==> src/rtl/pixel_expander.sv <==
module pixel_expander #(
  parameter int AW = 16,
  parameter int CW = 8
) (
  input  logic          clk,
  input  logic          rst_n,
  input  logic          start,
  input  logic [1:0]    fmt,
  input  logic [AW-1:0] src_base,
  input  logic [AW-1:0] dst_base,
  input  logic [CW-1:0] width,
  input  logic [CW-1:0] height,
  input  logic [AW-1:0] stride,
  input  logic [15:0]   pal_mono,
  input  logic [31:0]   pal_quad,
  input  logic [63:0]   pal_micro,
  output logic          rd_req,
  output logic [AW-1:0] rd_addr,
  input  logic          rd_ready,
  input  logic [7:0]    rd_data,
  output logic          wr_req,
  output logic [AW-1:0] wr_addr,
  output logic [7:0]    wr_data,
  input  logic          wr_ready,
  output logic          busy,
  output logic          done
);

  typedef enum logic [1:0] {S_IDLE, S_FETCH, S_LOAD, S_EMIT} state_t;
  state_t state;

  logic [1:0]    fmt_q;
  logic [CW-1:0] w_q, h_q, col, row;
  logic [AW-1:0] stride_q, src_ptr, dst_row;
  logic [15:0]   mono_q;
  logic [31:0]   quad_q;
  logic [63:0]   micro_q;
  logic [7:0]    byte_q;
  logic [2:0]    pix, pix_last;
  logic [3:0]    shamt;
  logic [7:0]    shifted;
  logic [1:0]    qidx, set_sel;
  logic [7:0]    colour;

  assign busy    = state != S_IDLE;
  assign rd_req  = state == S_FETCH;
  assign rd_addr = src_ptr;
  assign wr_req  = state == S_EMIT;
  assign wr_addr = dst_row + AW'(col);
  assign wr_data = colour;

  always_comb begin
    case (fmt_q)
      2'd0:    begin pix_last = 3'd7; shamt = {1'b0, pix};        end
      2'd1:    begin pix_last = 3'd3; shamt = {pix, 1'b0};        end
      2'd2:    begin pix_last = 3'd2; shamt = {pix, 1'b0};        end
      default: begin pix_last = 3'd1; shamt = {1'b0, pix[0], 2'b00}; end
    endcase
  end

  assign shifted = byte_q << shamt;
  assign set_sel = byte_q[7:6];
  assign qidx    = (fmt_q == 2'd2) ? shifted[5:4] : shifted[7:6];

  always_comb begin
    case (fmt_q)
      2'd0:    colour = shifted[7] ? mono_q[15:8] : mono_q[7:0];
      2'd1:    colour = quad_q[{qidx, 3'b000} +: 8];
      2'd2:    colour = {4'h0, micro_q[{set_sel, qidx, 2'b00} +: 4]};
      default: colour = {4'h0, shifted[7:4]};
    endcase
  end

  always_ff @(posedge clk) begin
    if (!rst_n) begin
      state    <= S_IDLE;
      done     <= 1'b0;
      fmt_q    <= '0;
      w_q      <= '0;
      h_q      <= '0;
      stride_q <= '0;
      mono_q   <= '0;
      quad_q   <= '0;
      micro_q  <= '0;
      src_ptr  <= '0;
      dst_row  <= '0;
      col      <= '0;
      row      <= '0;
      pix      <= '0;
      byte_q   <= '0;
    end else begin
      done <= 1'b0;
      case (state)
        S_IDLE: if (start) begin
          fmt_q    <= fmt;
          w_q      <= width;
          h_q      <= height;
          stride_q <= stride;
          mono_q   <= pal_mono;
          quad_q   <= pal_quad;
          micro_q  <= pal_micro;
          src_ptr  <= src_base;
          dst_row  <= dst_base;
          col      <= '0;
          row      <= '0;
          pix      <= '0;
          if (width == '0 || height == '0) done <= 1'b1;
          else state <= S_FETCH;
        end
        S_FETCH: if (rd_ready) state <= S_LOAD;
        S_LOAD: begin
          byte_q <= rd_data;
          state  <= S_EMIT;
        end
        S_EMIT: if (wr_ready) begin
          if (col == w_q - 1'b1) begin
            col <= '0;
            pix <= '0;
            if (row == h_q - 1'b1) begin
              state <= S_IDLE;
              done  <= 1'b1;
            end else begin
              row     <= row + 1'b1;
              dst_row <= dst_row + stride_q;
              src_ptr <= src_ptr + 1'b1;
              state   <= S_FETCH;
            end
          end else begin
            col <= col + 1'b1;
            if (pix == pix_last) begin
              pix     <= '0;
              src_ptr <= src_ptr + 1'b1;
              state   <= S_FETCH;
            end else begin
              pix <= pix + 1'b1;
            end
          end
        end
        default: state <= S_IDLE;
      endcase
    end
  end

endmodule

==> config.mk <==
export PLATFORM = sky130hd
export DESIGN_NAME = pixel_expander
export DESIGN_NICKNAME = d
export VERILOG_FILES = /design/src/rtl/pixel_expander.sv
export SDC_FILE = /design/constraint.sdc
export NUM_CORES = 1
export LEC_CHECK = 0
export ABC_AREA = 0
export ABC_CLOCK_PERIOD_IN_PS = 3800
export BUFFER_PORTS_ARGS = -buffer_cell sky130_fd_sc_hd__buf_4
export CORE_UTILIZATION = 30
export DETAILED_ROUTE_END_ITERATION = 10
export GPL_TIMING_DRIVEN = 1
export HOLD_SLACK_MARGIN = 0.12
export SYNTH_ARGS = -nofsm -noshare
export SYNTH_HDL_FRONTEND = slang
export SYNTH_SLANG_ARGS = --single-unit
==> constraint.sdc <==
create_clock -name clk -period 3.8 [get_ports clk]
set_input_delay 0.76 -clock clk [delete_from_list [all_inputs] [get_ports clk]]
set_output_delay 0.76 -clock clk [all_outputs]
set_load 0.03 [all_outputs]
Yosys cells after proc, flatten, opt, wreduce, memory -nomap -nowiden
Cells that the tools add are included.
{"block": "totals", "regBits": 208, "input_bits": 191}
{"block": "classes", "n_shift": 3, "mux": 43, "reduce_logical": 13, "addsub": 8, "eq_ne": 16}
{"operator": "$mux 16", "count": 9}
{"operator": "$pmux 16 s2", "count": 2}
{"operator": "$shiftx 64x7->4", "count": 1}
{"operator": "$mux 8", "count": 7}
{"operator": "$pmux 8 s2", "count": 2}
{"operator": "$shiftx 32x6->8", "count": 1}
{"operator": "$pmux 8 s3", "count": 1}
{"operator": "$add 16x1->16 const B", "count": 1}
{"operator": "$add 16x16->16", "count": 1}
{"operator": "$add 16x8->16", "count": 1}
{"operator": "$add 8x1->8 const B", "count": 2}
{"operator": "$eq 8x8->1", "count": 2}
{"operator": "$logic_not 8->1", "count": 2}
{"operator": "$sub 8x1->8 const B", "count": 2}
{"operator": "$reduce_and 5->1", "count": 3}
{"operator": "$mux 2", "count": 7}
{"operator": "$mux 3", "count": 4}
{"operator": "$pmux 3 s3", "count": 1}
{"operator": "$pmux 2 s4", "count": 1}
{"operator": "$pmux 4 s2", "count": 1}
{"operator": "$shl 8x4->8", "count": 1}
{"operator": "$eq 2x2->1 const B", "count": 3}
{"operator": "$mux 1", "count": 6}
{"operator": "$ne 2x1->1 const B", "count": 3}
{"operator": "other kinds (14)", "count": 19}

Longest topological paths before layout
Gate-level depths: netlist of run 1.
{"block": "logic_depth", "ltp_word": 7, "depth_mapped": 15, "mapped_depth_nobuf": 12}

Worst setup path after synthesis of run 1
Ideal clock, no wire load.
{"block": "synth_timing", "kind": "register -> output", "start": "register fmt_q[0]", "end": "output port wr_data[0]", "path_buffers": 0, "path_slack_ns": -0.577, "t_arrival_ns": 3.617, "stages_incl_launch_ff": 13, "path_cell_list": "dfxtp_1 -> inv_1 -> ha_1 -> ha_1 -> a211oi_2 -> nor2_2 -> mux4_2 -> nand4_1 -> nand2_1 -> a311oi_4 -> mux4_1 -> mux2_2 -> o221ai_1"}
{"block": "synth_between", "elab_chain_len": 7}
{"item": "start, declared", "line": "32", "source": "logic [1:0] fmt_q;"}
{"item": "start signal, assigned", "line": "95", "source": "fmt_q <= fmt;"}
{"item": "$eq 2x2->1 / $eq 2x1->1 (equally long branches)", "line": "53, 63, 66"}
{"item": "$reduce_or 2->1 (no line)"}
{"item": "$pmux 4 s2", "line": "53", "source": "case (fmt_q)"}
{"item": "$shl 8x4->8", "line": "61", "source": "assign shifted = byte_q << shamt;"}
{"item": "$mux 2", "line": "63", "source": "assign qidx = (fmt_q == 2'd2) ? shifted[5:4] : shifted[7:6];"}
{"item": "$shiftx 64x7->4 / $shiftx 32x6->8 (equally long branches)", "line": "69, 68"}
{"item": "$pmux 8 s3 (*)", "line": "66", "source": "case (fmt_q)"}
{"item": "end, declared", "line": "23", "source": "output logic [7:0] wr_data,"}
Mark *: on every way between the ends. The rest lies on a longest branch, timed or not.

Final worst setup path of run 1
{"block": "layout_timing", "start": "register fmt_q[0]", "end": "output port wr_data[1]"}
Same word-level chain as after synthesis.

==> results.sh, run 1 <==
export IMPL_clockBufferDepth=3
export IMPL_cp_common_cell="buf_6"
export IMPL_area_growth_synth_to_final_pct=32.1
export IMPL_slew_violations=0
export IMPL_crit_cells=14
export IMPL_hold_buffers=0
export IMPL_path_class="reg2out"
export IMPL_pwr_share_clk=0.273
export IMPL_ff2ff_path_depth=13
export IMPL_r2r_end="dst_row[15]"
export IMPL_antenna_found_initial=2
export IMPL_portBuffers=234
export IMPL_switching_power_mw=3.74
export IMPL_final_nets=1874
export IMPL_ys_top_cells_by_area="dfxtp_1, nand2_1, a21oi_1, mux2i_1, ha_1"
export IMPL_setup_viol=8
export IMPL_cts_tree="built"
export IMPL_hold_violations=0
export IMPL_ys_types=72
export IMPL_skew_ns=0.0131
export IMPL_final_common_cell="nand2_1"
export IMPL_avgSynthCellArea_um2=7.88
export IMPL_yosysTopAreaCell="dfxtp_1"
export IMPL_die_y_um=195
export IMPL_p_int_mw=5.88
export IMPL_outcome="finished with violations"
export IMPL_fp_dieW_um=195
export IMPL_synthMuxAreaShare=0.0979
export IMPL_pwr_share_seq=0.316
export IMPL_syn_inst=1415
export IMPL_synth_top_area_frac=0.374
export IMPL_relSlewSlack=0.352
export IMPL_peakVddDrop_uv=323
export IMPL_fin_ws_ns=-0.898
export IMPL_core_area_um2=36600
export IMPL_drc=0
export IMPL_clock_tree_root_cell="clkbuf_16"
export IMPL_slowest_stage="mux4_2"
export IMPL_power_density_nw_per_um2=653
export IMPL_synthArstFlopShare=0
export IMPL_r2r_start="w_q[0]"
export IMPL_io_pins=235
export IMPL_grt_max_degree=122
export IMPL_via_per_inst=5.01
export IMPL_switching_share=0.389
export IMPL_path_buf_inv=4
export IMPL_avgRoutedWirePerCell_um=16.1
export IMPL_clkLatencyLatePin_ns=0.53
export IMPL_synth_edf_count=0
export IMPL_drt_iter0_drc=665
export IMPL_grt_pass1_wl_um=53600
export IMPL_synth_xor_area_frac=0.0487
export IMPL_critPathRequiredTime_ns=3.04
export IMPL_vias=10660
export IMPL_max_freq_mhz=213
export IMPL_utilization=0.402
export IMPL_ant_nets=0
export IMPL_crit_fanout=6
export IMPL_p_leak_nw=5.94
export IMPL_dieArea_um2=37900
export IMPL_grt_pass1_vias=10165
export IMPL_synth_seq_area_share=0.374
export IMPL_path_cells="inv_2 -> ha_4 -> a211o_1 -> a221oi_4 -> a2111oi_2 -> o31ai_2 -> o41ai_4 -> buf_4 -> buf_6 -> mux2i_1 -> mux4_2 -> mux2_4 -> o221ai_4 -> buf_6"
export IMPL_ys_flop_type="dfxtp_1"
export IMPL_placed_cell_area_um2=13600
export IMPL_maxCapViolCount=0
export IMPL_cts_sinks=208
export IMPL_drt_pass1_iterations=5
export IMPL_drive_gt1_frac=0.240
export IMPL_finalWirelength_um=34300
export IMPL_mostFrequentLayoutCells="nand2_1, buf_4, dfxtp_1, a21oi_1, mux2i_1"
export IMPL_crit_family="compound AO/OA/AOI/OAI gates"
export IMPL_initial_core_util=0.304
export IMPL_rsz0062_at_grt="true"
export IMPL_synth_top_family_by_area="simple AND/OR/NAND/NOR gates"
export IMPL_clkTransAtPathRegs_ns=0.06
export IMPL_hp_class="reg2reg"
export IMPL_tightestPinTransition_ns=0.971
export IMPL_rows=70
export IMPL_combPwrFrac=0.411
export IMPL_fin_crit_sh=1.24
export IMPL_synth_simple_area_share=0.211
export IMPL_holdPathStages=2
export IMPL_numCtsBuffers=26
export IMPL_r2r_slack_ns=0.77
export IMPL_netlist_area_um2=11100
export IMPL_violations="negative setup slack"
export IMPL_critPathLaunch="fmt_q[0]"
export IMPL_setup_worst_path_end_class="output pin"
export IMPL_grt_use_total=0.174
export IMPL_synth_compound_area_frac=0.172
export IMPL_fin_area_um2=14700
export IMPL_crit_path_end="wr_data[1]"
export IMPL_dp_hpwl_um=25000
export IMPL_critPathLaunchType="flop"
export IMPL_place_congestion=0.822
export IMPL_gr_total_overflow=0
export IMPL_cp_arrival_ns=3.94
export IMPL_yosys_area_share_adder=0.0474
export IMPL_min_period_ns=4.70
export IMPL_h_tree_depth=1
export IMPL_slowest_delay_ns=0.46
export IMPL_synth_nets=1647
export IMPL_ys_seq_elements=208
export IMPL_yosysWarnings=0
-- final cells by class --
| cell class | instances | area (µm²) |
|---|---|---|
| Antenna cell | 1 | 2.50 |
| Multi-Input combinational cell | 1079 | 6620 |
| Tap cell | 468 | 586 |
| Clock buffer | 34 | 742 |
| Timing Repair Buffer | 291 | 2310 |
| Fill cell | 3720 | 21900 |
| Clock inverter | 11 | 165 |
| Sequential cell | 208 | 4170 |
| Inverter | 36 | 140 |
-- per-layer routing --
layer | vias up | GRT usage | part of all wire
met2 | 233 | 0.287 | 0.47
met4 | 2 | 0.0487 | 0.025
met1 | 5055 | 0.234 | 0.46
met5 | - | 0 | 0.00038
met3 | 53 | 0.0255 | 0.046
li1 | 5317 | - | -
-- power groups by stage --
stage                     Clock (mW)  Sequential (mW)  Combinational [mW]
final                           2.62             3.04                3.95
after floorplan                    0             3.08                2.59
after detailed placement           0             3.07                3.89
after global routing            2.77             3.10                4.32
after global placement             0             3.07                3.80
after CTS                       2.68             3.03                3.95
-- sequential cells by signal (all words and copies together), names as in the netlist, 3 cells and up --
register	flops
pix	3
row	8
col	8
mono_q	16
rd_addr	16
byte_q	8
w_q	8
stride_q	16
dst_row	16
micro_q	64
h_q	8
quad_q	32
-- stage by stage --
stage               setup TNS (ns)  cells  hold slack (ns)  setup WS, ns  power (mW)
global route                 -7.39   2127            0.465         -1.04        10.2
detailed placement           -1.74   2076            0.447        -0.371        6.96
CTS                          -5.97   2126            0.454        -0.909        9.66
floorplan                   -0.190   1415            0.433       -0.0524        5.67
global placement            -0.938   2076            0.440        -0.247        6.87
finish                       -6.15   2128            0.453        -0.898        9.61
-- synth_stat cells, types with 6 or more instances --
cell and count:
a211oi_1 11, a21oi_1 187, a32oi_1 7, buf_1 9, buf_6 6, clkbuf_1 70
dfxtp_1 208, ha_1 39, inv_1 35, mux2_2 12, mux2i_1 72, nand2_1 388
nand3_1 26, nand3b_1 6, nand4_1 10, nor2_1 70, nor2b_1 12, nor3_1 19
nor4_1 12, o21ai_0 28, o22ai_1 13, o31ai_1 10, xnor2_1 43, xor2_1 19
-- how the worst min path moves through the flow --
stage / startpoint / to / slack, ns
finish: mono_q[2] / mono_q[2] / 0.45
global route: stride[7] / stride_q[7] / 0.47
CTS: pal_micro[40] / micro_q[40] / 0.45
detailed placement: mono_q[2] / mono_q[2] / 0.45
global placement: mono_q[4] / mono_q[4] / 0.44
floorplan: mono_q[0] / mono_q[0] / 0.43
-- logic make-up (layout without fill, tap and decap cells) --
| group | after synthesis | in the layout |
|---|---|---|
| AOI/OAI and AO/OA | 316 | 316 |
| DFF | 208 | 208 |
| adders and majority gates | 41 | 41 |
| and+or+nand+nor | 566 | 566 |
| muxes | 94 | 94 |
| xor gates and xnor gates | 62 | 62 |
| buffers and inverters | 128 | 372 |
| other | 0 | 1 |
-- worst reg2reg max path, cell delays in order, from the launching register on --
cell	delay, ns
dfxtp_1	0.43
inv_1	0.07
ha_1	0.28
xor2_1	0.20
xnor2_1	0.14
nand3_1	0.10
nor4_1	0.35
buf_4	0.21
a21oi_1	0.06
buf_4	0.21
nor2_2	0.11
buf_4	0.34
mux2_2	0.40
nand3b_1	0.08
-- what timing repair did --
item,in CTS,in global routing
cloned,2,0
gates resized for setup,12,20
setup endpoints to repair,15,16
buffers inserted,3,1
pin swaps,6,8
hold endpoints to repair,0,0
(Power assumes the default switching activity.)
==> inputs of run 2 (changes only) <==
--- a/config.mk
+++ b/config.mk
@@ -8,10 +8,11 @@
 export ABC_AREA = 0
 export ABC_CLOCK_PERIOD_IN_PS = 3800
 export BUFFER_PORTS_ARGS = -buffer_cell sky130_fd_sc_hd__buf_4
-export CORE_UTILIZATION = 30
+export CORE_UTILIZATION = 50
 export DETAILED_ROUTE_END_ITERATION = 10
 export GPL_TIMING_DRIVEN = 1
 export HOLD_SLACK_MARGIN = 0.12
+export PLACE_DENSITY = 0.77
 export SYNTH_ARGS = -nofsm -noshare
 export SYNTH_HDL_FRONTEND = slang
 export SYNTH_SLANG_ARGS = --single-unit
==> run 2 against run 1 <==
Effect of this change: the flow still finishes with violations (negative setup slack); total power down 4.2%; sequential share of layout area up 0.75 points; core utilization up 26 points; worst setup slack better by 0.062 ns; clock skew down 0.0061 ns; fmax up 1.3%; critical path type unchanged; cell area down 2.4%; clock-buffer cell count down 2; non-clock buffer count up 3.
==> results.sh, run 2 (same netlist as run 1, synthesis figures left out) <==
export IMPL_dp_hpwl_um=22400
export IMPL_num_fill_cells=1871
export IMPL_final_nets=1874
export IMPL_mostFrequentLayoutCells="nand2_1, buf_4, dfxtp_1, a21oi_1, mux2i_1"
export IMPL_gr_total_overflow=0
export IMPL_initial_core_util=0.511
export IMPL_via_per_inst=5.58
export IMPL_finalWirelength_um=31500
export IMPL_fp_dieW_um=151
export IMPL_slew_violations=0
export IMPL_hold_violations=0
export IMPL_core_area_um2=21800
export IMPL_antenna_found_initial=0
export IMPL_area_growth_synth_to_final_pct=28.9
export IMPL_power_density_nw_per_um2=641
export IMPL_final_common_cell="nand2_1"
export IMPL_min_period_ns=4.64
export IMPL_drive_gt1_frac=0.242
export IMPL_clkLatencyLatePin_ns=0.51
export IMPL_hold_buffers=0
export IMPL_grt_use_total=0.269
export IMPL_ant_nets=0
export IMPL_relSlewSlack=0.464
export IMPL_place_inst=1881
export IMPL_grt_pass1_wl_um=49500
export IMPL_place_congestion=0.849
export IMPL_fin_crit_sh=1.22
export IMPL_fin_ws_ns=-0.836
export IMPL_avgRoutedWirePerCell_um=16.3
export IMPL_portBuffers=234
export IMPL_outcome="finished with violations"
export IMPL_numCtsBuffers=23
export IMPL_grt_max_degree=101
export IMPL_cts_sinks=208
export IMPL_dieArea_um2=22900
export IMPL_clockBufferDepth=3
export IMPL_max_freq_mhz=216
export IMPL_skew_ns=0.00704
export IMPL_dp_worst_setup_slack_ns=-0.342
export IMPL_h_tree_depth=1
export IMPL_cp_arrival_ns=3.88
export IMPL_setup_worst_path_end_class="output pin"
export IMPL_n_antenna_cell=0
export IMPL_crit_fanout=17
export IMPL_largest_reg_flops=64
export IMPL_clock_tree_root_cell="clkbuf_16"
export IMPL_hp_class="reg2reg"
export IMPL_drt_pass1_iterations=5
export IMPL_violations="negative setup slack"
export IMPL_drc=0
export IMPL_path_class="reg2out"
export IMPL_finalNonFillerCells=1937
export IMPL_maxCapViolCount=0
export IMPL_vias=10802
export IMPL_rsz0062_at_grt="true"
export IMPL_drt_iter0_drc=708
export IMPL_p_leak_nw=5.86
export IMPL_cts_tree="built"
export IMPL_io_pins=235
export IMPL_critPathLaunchType="flop"
export IMPL_clkTransAtPathRegs_ns=0.06
export IMPL_reg_top3="micro_q x64, quad_q x32"
export IMPL_die_y_um=151
export IMPL_peakVddDrop_uv=383
export IMPL_rows=54
export IMPL_critPathRequiredTime_ns=3.04
export IMPL_top_register="micro_q"
export IMPL_tightestPinTransition_ns=0.805
export IMPL_grt_pass1_vias=10098
export IMPL_setup_viol=8
==> run 2: changes by cell type in the layout (fill, tap and decap cells not counted), sizes merged <==
cell | previous run | this run
buf | 290 | 293
bufinv | 4 | 2
clkbuf | 35 | 33
diode | 1 | 0
inv | 37 | 36
==> run 2: final timing paths <==
check / endpoint / slack [ns] / depth (start not counted) / start
setup / recovery: wr_data[3] / -0.84 / 14 / fmt_q[1]
hold / removal: micro_q[54] / 0.45 / 2 / micro_q[54]
setup reg to reg: dst_row[11] / 0.64 / 10 / state[0]
hold reg to reg: micro_q[54] / 0.45 / 2 / micro_q[54]
==> run 2: critical path, cell delays in order, from the launching register on <==
cell and delay [ns]:
dfxtp_4 0.37, inv_4 0.04, ha_4 0.16, ha_4 0.16, a211o_1 0.25, a221oi_2 0.35
a2111oi_2 0.07, o31ai_2 0.29, o41ai_4 0.21, buf_12 0.21, mux2i_1 0.15, mux4_2 0.48
mux2_4 0.30, o221ai_4 0.15, buf_6 0.16
==> run 2: final cells by class <==
class	instances	area, µm²	area share
clock buffers	32	659	0.0459
clock inverters	8	92.6	0.00644
inverters	36	140	0.00975
multi-input cells	1079	6610	0.460
flip-flops and latches	208	4180	0.291
well taps	280	350	0.0244
repair buffers	294	2340	0.163
==> run 2: layer usage <==
| layer | up-vias | wire length, µm | track usage |
|---|---|---|---|
| li1 | 5320 | - | - |
| met1 | 5077 | 13800 | 0.364 |
| met2 | 339 | 14800 | 0.439 |
| met3 | 66 | 1830 | 0.0322 |
| met4 | 0 | 1040 | 0.0980 |
| met5 | - | 0 | 0 |
==> run 2: metrics by stage <==
stage | hold slack [ns] | total power [mW] | cell area (µm²) | util | setup TNS (ns)
5_1_grt | 0.467 | 9.76 | 14400 | 0.658 | -6.22
3_5_place_dp | 0.447 | 6.86 | 13400 | 0.613 | -1.27
3_3_place_gp | 0.440 | 6.76 | 13400 | 0.613 | -0.913
2_1_floorplan | 0.433 | 5.67 | 11200 | - | -0.190
4_1_cts | 0.457 | 9.16 | 14300 | 0.653 | -5.31
6_report | 0.454 | 9.21 | 14400 | 0.658 | -4.94
==> run 2: repair_timing <==
item                                    4_1_cts  5_1_grt
cloned                                        2        0
resized for setup                             9       28
pin swaps                                     6        9
endpoints found under the setup margin       13       15
endpoints found under the hold margin         0        0
setup buffers                                 9        5
==> run 2: report_power, final <==
part / total (mW) / switching (mW) / internal [mW]
combinational: 3.91 / 2.30 / 1.61
sequential: 3.06 / 0.424 / 2.64
clock: 2.23 / 0.894 / 1.34
==> inputs of run 3 (changes only) <==
--- a/config.mk
+++ b/config.mk
@@ -8,11 +8,13 @@
 export ABC_AREA = 0
 export ABC_CLOCK_PERIOD_IN_PS = 3800
 export BUFFER_PORTS_ARGS = -buffer_cell sky130_fd_sc_hd__buf_4
-export CORE_UTILIZATION = 50
+export CORE_UTILIZATION = 52
+export CTS_BUF_LIST = sky130_fd_sc_hd__clkbuf_4
 export DETAILED_ROUTE_END_ITERATION = 10
 export GPL_TIMING_DRIVEN = 1
 export HOLD_SLACK_MARGIN = 0.12
-export PLACE_DENSITY = 0.77
+export PLACE_DENSITY = 0.8
+export REMOVE_ABC_BUFFERS = 1
 export SYNTH_ARGS = -nofsm -noshare
 export SYNTH_HDL_FRONTEND = slang
 export SYNTH_SLANG_ARGS = --single-unit
==> run 3 against run 2 <==
Effect of this change: the run still ends with negative setup slack left; sequential share of layout area about the same; sequential power hardly changed; flip-flop and latch count did not move; critical path depth stayed put; worst hold slack worse by 0.15 ns; worst setup slack lost 0.22 ns; routed wire length shrank 3.1%; cell area barely moved; die area is 3.8% lower.
==> results.sh, run 3 (same netlist as run 1, synthesis figures left out) <==
export IMPL_holdWs_ns=0.307
export IMPL_hold_buffers=0
export IMPL_outcome="finished with violations"
export IMPL_ff2ff_path_depth=10
export IMPL_path_class="reg2out"
export IMPL_drt_iter0_drc=618
export IMPL_power_density_nw_per_um2=616
export IMPL_dp_worst_setup_slack_ns=-0.591
export IMPL_vias=10944
export IMPL_gr_total_overflow=0
export IMPL_place_inst=1880
export IMPL_clkLatencyLatePin_ns=0.70
export IMPL_die_y_um=148
export IMPL_dp_hpwl_um=21000
export IMPL_worstHoldEndpoint="micro_q[44]"
export IMPL_io_pins=235
export IMPL_area_growth_synth_to_final_pct=28.8
export IMPL_mostFrequentLayoutCells="nand2_1, buf_4, dfxtp_1, a21oi_1, clkbuf_4"
export IMPL_grt_pass1_wl_um=49600
export IMPL_setup_worst_path_end_class="output pin"
export IMPL_rows=53
export IMPL_seqCellArea_um2=4170
export IMPL_setup_viol=8
export IMPL_initial_core_util=0.530
export IMPL_grt_use_total=0.275
export IMPL_skew_ns=0.0551
export IMPL_critPathLaunchType="flop"
export IMPL_drive_gt1_frac=0.261
export IMPL_fin_crit_sh=1.28
export IMPL_r2r_slack_ns=0.55
export IMPL_grt_use_met3=0.0408
export IMPL_portBuffers=234
export IMPL_final_nets=1912
export IMPL_crit_fanout=6
export IMPL_grt_max_degree=89
export IMPL_holdPathStages=3
export IMPL_switching_share=0.412
export IMPL_cp_arrival_ns=4.09
export IMPL_num_fill_cells=1721
export IMPL_clockBufferDepth=3
export IMPL_hp_class="in2reg"
export IMPL_multi_input_area_um2=6620
export IMPL_cts_sinks=208
export IMPL_critPathRequiredTime_ns=3.04
export IMPL_final_common_cell="nand2_1"
export IMPL_drt_pass1_iterations=5
export IMPL_r2r_start="col[7]"
export IMPL_clkTransAtPathRegs_ns=0.07
export IMPL_power_mw=8.85
export IMPL_hold_violations=0
export IMPL_worstHoldStart="pal_micro[44]"
export IMPL_max_freq_mhz=206
export IMPL_reg_top3="micro_q x64, quad_q x32"
export IMPL_pwr_share_seq=0.343
export IMPL_grt_pass1_vias=10735
export IMPL_avgRoutedWirePerCell_um=15.2
export IMPL_fp_dieW_um=148
export IMPL_dieArea_um2=22000
export IMPL_finalWirelength_um=30500
export IMPL_top_register="micro_q"
export IMPL_cts_tree="built"
export IMPL_tightestPinTransition_ns=1.03
export IMPL_busiest_layer="met2"
export IMPL_violations="negative setup slack"
export IMPL_antenna_found_initial=1
export IMPL_p_leak_nw=5.93
export IMPL_rsz0062_at_grt="true"
export IMPL_r2r_end="dst_row[14]"
export IMPL_via_per_inst=5.47
export IMPL_core_area_um2=21000
export IMPL_grtUsageMet2=0.477
export IMPL_switching_power_mw=3.65
export IMPL_largest_reg_flops=64
export IMPL_clock_tree_root_cell="clkbuf_4"
export IMPL_slew_violations=0
export IMPL_finalNonFillerCells=2002
export IMPL_fin_ws_ns=-1.05
export IMPL_p_int_mw=5.20
export IMPL_use_met1=0.333
export IMPL_peakVddDrop_uv=434
export IMPL_numCtsBuffers=55
export IMPL_pwr_share_clk=0.218
export IMPL_combPwrFrac=0.439
export IMPL_place_congestion=0.857
export IMPL_h_tree_depth=2
export IMPL_utilization=0.683
export IMPL_maxCapViolCount=0
export IMPL_relSlewSlack=0.316
export IMPL_drc=0
export IMPL_ant_nets=0
export IMPL_min_period_ns=4.85
[run 3: worst max-delay path, cell delays in order, from the launching register on]
cell       delay [ns]
dfxtp_2          0.34
inv_2            0.05
ha_4             0.17
ha_4             0.16
a211o_1          0.31
a221oi_4         0.37
a2111oi_4        0.09
o31ai_4          0.29
o41ai_4          0.18
buf_4            0.22
mux2i_1          0.12
mux4_2           0.46
mux2_4           0.30
o221ai_2         0.19
buf_6            0.16
[run 3: how the worst max path moves through the flow]
stage | start | to | slack (ns) | cells after the start
final | fmt_q[1] | wr_data[1] | -1.05 | 14
after global placement | fmt_q[0] | wr_data[3] | -0.51 | 14
after floorplan | fmt_q[0] | wr_data[0] | -2.22 | 10
after CTS | fmt_q[0] | wr_data[0] | -1.11 | 15
after global routing | fmt_q[1] | wr_data[1] | -1.19 | 14
after detailed placement | fmt_q[0] | wr_data[3] | -0.59 | 14
[run 3: through the flow]
stage / setup TNS (ns) / area [µm²]
after floorplan: -23.68 / 10700
after global placement: -1.80 / 13300
after detailed placement: -2.12 / 13300
after CTS: -6.94 / 14300
after global routing: -9.13 / 14400
final: -7.62 / 14400
[run 3: repair_timing]
item,4_1_cts,5_1_grt
setup buffers,12,5
cloned,2,0
pin swaps,12,14
setup endpoints to repair,16,17
resized for setup,39,23
[run 3: per-layer routing]
layer  vias up  part of all wire
li1       5439                 -
met1      5103              0.43
met2       316              0.49
met3        86             0.046
met4         0             0.038
met5         -                 0
[run 3: area by class of cell]
type / count / area share
clock inverter: 26 / 0.00828
timing repair buffer: 300 / 0.166
clock buffer: 77 / 0.0403
inverter: 36 / 0.00976
sequential: 208 / 0.291
antenna: 1 / 0.000174
multi-input combinational: 1079 / 0.461
tap: 275 / 0.0240
[run 3: power groups by stage]
stage	Clock, mW	Sequential, mW	Combinational (mW)
finish	1.93	3.04	3.88
global route	2.11	3.09	4.25
CTS	1.98	3.02	3.84
detailed placement	0	3.06	3.71
global placement	0	3.04	3.61
floorplan	0	3.09	2.48
